[src/rtl/squash_pkg.sv]
package squash_pkg;

    typedef enum logic [1:0] {
        POL_IMMEDIATE = 2'd0,
        POL_DELAYED   = 2'd1,
        POL_ANNUL     = 2'd2,
        POL_NULLIFY   = 2'd3
    } slot_policy_e;

    typedef enum logic [2:0] {
        CND_NEVER   = 3'd0,
        CND_ZERO    = 3'd1,
        CND_NONZERO = 3'd2,
        CND_NEG     = 3'd3,
        CND_NONNEG  = 3'd4,
        CND_ODD     = 3'd5,
        CND_EVEN    = 3'd6,
        CND_ALWAYS  = 3'd7
    } skip_cond_e;

    typedef struct packed {
        logic squash;
    } squash_state_t;

endpackage

[src/rtl/squash_dir_cmp.sv]
module squash_dir_cmp #(
    parameter int AW = 32
) (
    input  logic [AW-1:0] target,
    input  logic [AW-1:0] pc,
    output logic          backward
);
    // Unsigned compare; an equal target points back at the branch itself.
    always_comb begin
        backward = (target <= pc);
    end
endmodule

[src/rtl/squash_branch_policy.sv]
module squash_branch_policy
    import squash_pkg::*;
(
    input  logic         valid,
    input  logic         taken,
    input  logic         uncond,
    input  slot_policy_e policy,
    input  logic         backward,
    output logic         kill
);
    logic eff_taken;

    always_comb begin
        eff_taken = taken | uncond;
        kill      = 1'b0;
        if (valid) begin
            unique case (policy)
                POL_IMMEDIATE: kill = eff_taken;
                POL_DELAYED:   kill = 1'b0;
                POL_ANNUL:     kill = uncond | ~eff_taken;
                POL_NULLIFY:   kill = eff_taken ^ backward;
                default:       kill = 1'b0;
            endcase
        end
    end
endmodule

[src/rtl/squash_alu_cond.sv]
module squash_alu_cond
    import squash_pkg::*;
#(
    parameter int DW = 32
) (
    input  logic          valid,
    input  skip_cond_e    cond,
    input  logic [DW-1:0] result,
    output logic          kill
);
    localparam int MSB = DW - 1;

    logic is_zero;
    logic hit;

    always_comb begin
        is_zero = (result == '0);
        unique case (cond)
            CND_NEVER:   hit = 1'b0;
            CND_ZERO:    hit = is_zero;
            CND_NONZERO: hit = ~is_zero;
            CND_NEG:     hit = result[MSB];
            CND_NONNEG:  hit = ~result[MSB];
            CND_ODD:     hit = result[0];
            CND_EVEN:    hit = ~result[0];
            CND_ALWAYS:  hit = 1'b1;
            default:     hit = 1'b0;
        endcase
        kill = valid & hit;
    end
endmodule

[src/rtl/slot_squash_ctrl.sv]
module slot_squash_ctrl
    import squash_pkg::*;
#(
    parameter int AW = 32,
    parameter int DW = 32
) (
    input  logic          clk,
    input  logic          rst_n,
    input  logic          stall,
    input  logic          br_valid,
    input  logic          br_taken,
    input  logic          br_uncond,
    input  logic [1:0]    br_mode,
    input  logic [AW-1:0] br_target,
    input  logic [AW-1:0] br_pc,
    input  logic          alu_valid,
    input  logic [2:0]    alu_cond,
    input  logic [DW-1:0] alu_result,
    output logic          squash
);
    squash_state_t st_d, st_q;
    logic backward;
    logic br_kill;
    logic alu_kill;

    squash_dir_cmp #(.AW(AW)) u_dir (
        .target   (br_target),
        .pc       (br_pc),
        .backward (backward)
    );

    squash_branch_policy u_pol (
        .valid    (br_valid),
        .taken    (br_taken),
        .uncond   (br_uncond),
        .policy   (slot_policy_e'(br_mode)),
        .backward (backward),
        .kill     (br_kill)
    );

    squash_alu_cond #(.DW(DW)) u_alu (
        .valid  (alu_valid),
        .cond   (skip_cond_e'(alu_cond)),
        .result (alu_result),
        .kill   (alu_kill)
    );

    always_comb begin
        st_d        = st_q;
        st_d.squash = ~stall & (br_kill | alu_kill);
    end

    always_ff @(posedge clk or negedge rst_n) begin
        if (!rst_n) st_q <= '0;
        else        st_q <= st_d;
    end

    assign squash = st_q.squash;
endmodule

[config.mk]
export PLATFORM = sky130hd
export DESIGN_NAME = slot_squash_ctrl
export DESIGN_NICKNAME = d
export VERILOG_FILES = /design/src/rtl/squash_pkg.sv /design/src/rtl/squash_dir_cmp.sv /design/src/rtl/squash_branch_policy.sv /design/src/rtl/squash_alu_cond.sv /design/src/rtl/slot_squash_ctrl.sv
export SDC_FILE = /design/constraint.sdc
export NUM_CORES = 1
export LEC_CHECK = 0
export ABC_CLOCK_PERIOD_IN_PS = 800
export BUFFER_PORTS_ARGS = -buffer_cell sky130_fd_sc_hd__buf_2
export CORE_MARGIN = 5
export CORE_UTILIZATION = 30
export DETAILED_ROUTE_END_ITERATION = 16
export PLACE_DENSITY = 0.7
export SKIP_CTS_REPAIR_TIMING = 1
export SKIP_LAST_GASP = 1
export SLEW_MARGIN = 20
export SYNTH_ARGS = -nofsm -noshare
export SYNTH_HDL_FRONTEND = slang
export SYNTH_SLANG_ARGS = --single-unit
[constraint.sdc]
create_clock -name clk -period 0.8 [get_ports clk]
set_input_delay 0.04 -clock clk [delete_from_list [all_inputs] [get_ports clk]]
set_output_delay 0.04 -clock clk [all_outputs]
set_load 0.02 [all_outputs]
==> out/qor_table.md <==
| Step | Result | This run |
|---|---|---|
| die | Area of the core | 0.00339 mm² |
| critical path | Largest fanout of any net on the critical path | 2 |
| sta | Tmin final | 1.68 ns |
| sta | Finish-stage setup viols | 1 |
| finish | Fin nets | 413 |
| finish | Count of inserted antenna diode cells | 0 |
| placement | Number of port buffers | 108 |
| critical path | Arr. time, crit path | 1.55 ns |
| routing | Number of violations reported at the end of detailed-routing iteration 0 | 39 |
| finish | Flip-flop count of the largest register, all copies and words added | 1 |
| critical path | Stages on worst setup path | 8 |
| critical path | Critical path's most frequent cell | sky130_fd_sc_hd__nand3b_1 |
| power | Power Density | 474 mW/mm² |
| yosys | Register bit count reported by yosys | 1 |
| yosys | Post-Syn Area | 0.00107 mm² |
| placement | HPWL Detailed | 3500 µm |
| yosys | Most frequent cells after synthesis | 33 x sky130_fd_sc_hd__inv_1, 32 x sky130_fd_sc_hd__ha_1, 14 x sky130_fd_sc_hd__a21oi_1 |
| global routing | Number of antenna violations at the first check in global routing | 0 |
| yosys | Leading post-synthesis cells by cell area | sky130_fd_sc_hd__ha_1 37%, sky130_fd_sc_hd__inv_1 12%, sky130_fd_sc_hd__a21oi_1 6.5% |
| placement | Placed cell count | 315 |
| critical path | Slowest cell on crit path | sky130_fd_sc_hd__or4_4 |
| sta | Number of slew-limit violations in the final report | 0 |
| yosys | Proportion of synthesized flip-flops having asynchronous set or reset | 1.00 |
| sta | Sum of negative setup slack | -0.884 ns |
| yosys | Area share of the leading cell type in the synthesized netlist | 0.373 |
| worst hold path | Path class of the lowest-slack min-delay path | in -> async |
| yosys | Number of enable-type register cells in the synthesized netlist | 0 |
| die | Effective utilization at floorplan | 0.317 |
| yosys | Average size of a mapped cell | 7.06 µm² |
| critical path | Startpoint-to-endpoint class of the critical path | in -> reg |
| critical path | CP endpoint kind | flip-flop |
| sta | Count of endpoints failing hold in the final timing report | 0 |
| sta | Hold slack | 0.374 ns |
| sta | Period utilisation layout | 2.11 |
| routing | Vias/cell | 4.77 |
| yosys | Synthesis warning total | 0 |
| global routing | Overall global routing resource usage | 0.141 |
| sta | Tightest Pin Transition | 0.366 ns |
| routing | Post-route ant nets | 0 |
| power | Pleak | 0.00105 µW |
| global routing | Via count of the first global-routing pass | 1514 |
| yosys | Primary FF master, synth | sky130_fd_sc_hd__dfrtp_1 |
| critical path | CP delay by family, top | simple AND/OR/NAND/NOR gates |
| finish | Final Instance Count excl. Fillers | 317 |
| yosys | Post-synthesis instance total | 152 |
| die | Chip width | 69.8 µm |
| sta | Setup WS post-layout | -0.884 ns |
| run status | Violated checks | setup timing |
| critical path | Startpoint kind of the worst setup timing path | input port |
| die | Die footprint | 0.00487 mm² |
| yosys | Mapped Nets | 292 |
| global routing | First-pass GRT wire length | 6090 µm |
| sta | Setup repair after global routing missed its margin | yes |
| finish | Ratio of cells with drive above 1 in the final layout | 0.524 |
| die | Number of top-level design ports | 109 |
| global routing | Global route total overflow | 0 |
| sta | Max Clk Rate | 0.594 GHz |
| placement | Weighted congestion at the end of routability-driven global placement | 0.859 |
| routing | Via count | 1512 |
| critical path | Critical path, cell by cell | buf_2, ha_1, nand4_1, or4_4, nand3b_1, a31oi_2, o221ai_1, nand3b_1 |
| power | Maximum vdd drop | 206 µV |
| critical path | Critical Path Sink | squash |
| clock tree | Clock transition at the registers of the reported paths | 0 ns |
| routing | WL/cell | 12.0 µm |
| run status | Status | complete, but fails checks |
| die | Vertical extent of the die | 69.8 µm |
| yosys | Number of distinct library cell variants in the gate-level netlist after synthesis | 31 |
| routing | Total length of routed wires | 3790 µm |
| critical path | Critical path startpoint | br_target[1] |
| global routing | Maximum number of pins on one net before global-route repair | 5 |
| routing | Number of remaining DRC errors | 0 |
| finish | Layout overhead on the synthesized area | 79.6% |
| sta | Slew HR | 0.753 |
| critical path | Data required time at the worst endpoint | 0.67 ns |
| critical path | Critical Path Max Stage Delay | 0.56 ns |
| routing | Drt pass-1 iters | 4 |
| yosys | Most common cell in the synthesized netlist | sky130_fd_sc_hd__inv_1 |
| critical path | Combined buffer and inverter count along the critical path | 1 |
| yosys | Largest area contributor in the synthesized netlist | sky130_fd_sc_hd__ha_1 |
| placement | Setup slack after placement | -0.951 ns |
| die | Number of rows in the core area | 21 |
| flow run | Max-cap violation count | 0 |
| yosys | Sequential cell area fraction in the yosys report | 0.0233 |
-- cell usage in the layout (no fill, tap or decap), drive strengths merged, types with 3 or more instances in the layout --
master  instances
a21oi          14
a31oi           4
buf           118
ha             32
inv            33
nand2          11
nand3b          3
nand4          10
nor2            4
nor4           10
o21ai           9
-- stage by stage --
stage,total power [µW],cell area [µm²],util
global route,1050,1930,0.569
global placement,852,1840,0.543
finish,914,1930,0.569
CTS,866,1840,0.543
floorplan,438,1180,-
detailed placement,861,1840,0.543
-- area by class of cell --
class	instances	area, µm²
Sequential cell	1	25.0
Multi-Input combinational cell	118	1070
Tap cell	46	57.6
Timing Repair Buffer	119	638
Fill cell	341	1460
Inverter	33	139
-- report_power, final --
part           total (µW)  switching [µW]  internal, µW
registers            59.8            2.81          57.0
logic                 854             378           477
clock network           0               0             0
-- cell families (layout without fill, tap and decap cells) --
group / count (synthesis) / in the layout / synth area share
simple gates: 51 / 51 / 0.288
mux: 2 / 2 / 0.0210
fa+ha+maj: 32 / 32 / 0.373
flops: 1 / 1 / 0.0233
compound gates: 32 / 32 / 0.171
xor+xnor: 1 / 1 / 0.00816
buf+inv: 33 / 152 / 0.115
-- how the worst min path moves through the flow --
stage	slack (ns)	depth (start not counted)	endpoint
6_report	0.37	2	squash
5_1_grt	0.39	2	squash
4_1_cts	-0.18	1	squash
3_5_place_dp	-0.18	1	squash
3_3_place_gp	-0.19	1	squash
2_1_floorplan	-0.26	0	squash
-- per-layer routing --
metal | vias to the layer above | share of wire | track usage
met2 | 75 | 0.48 | 0.268
met5 | - | 0 | 0
met4 | 0 | 0.0037 | 0
met3 | 2 | 0.11 | 0.0362
met1 | 637 | 0.41 | 0.167
li1 | 798 | - | -
(Power assumes the default switching activity.)
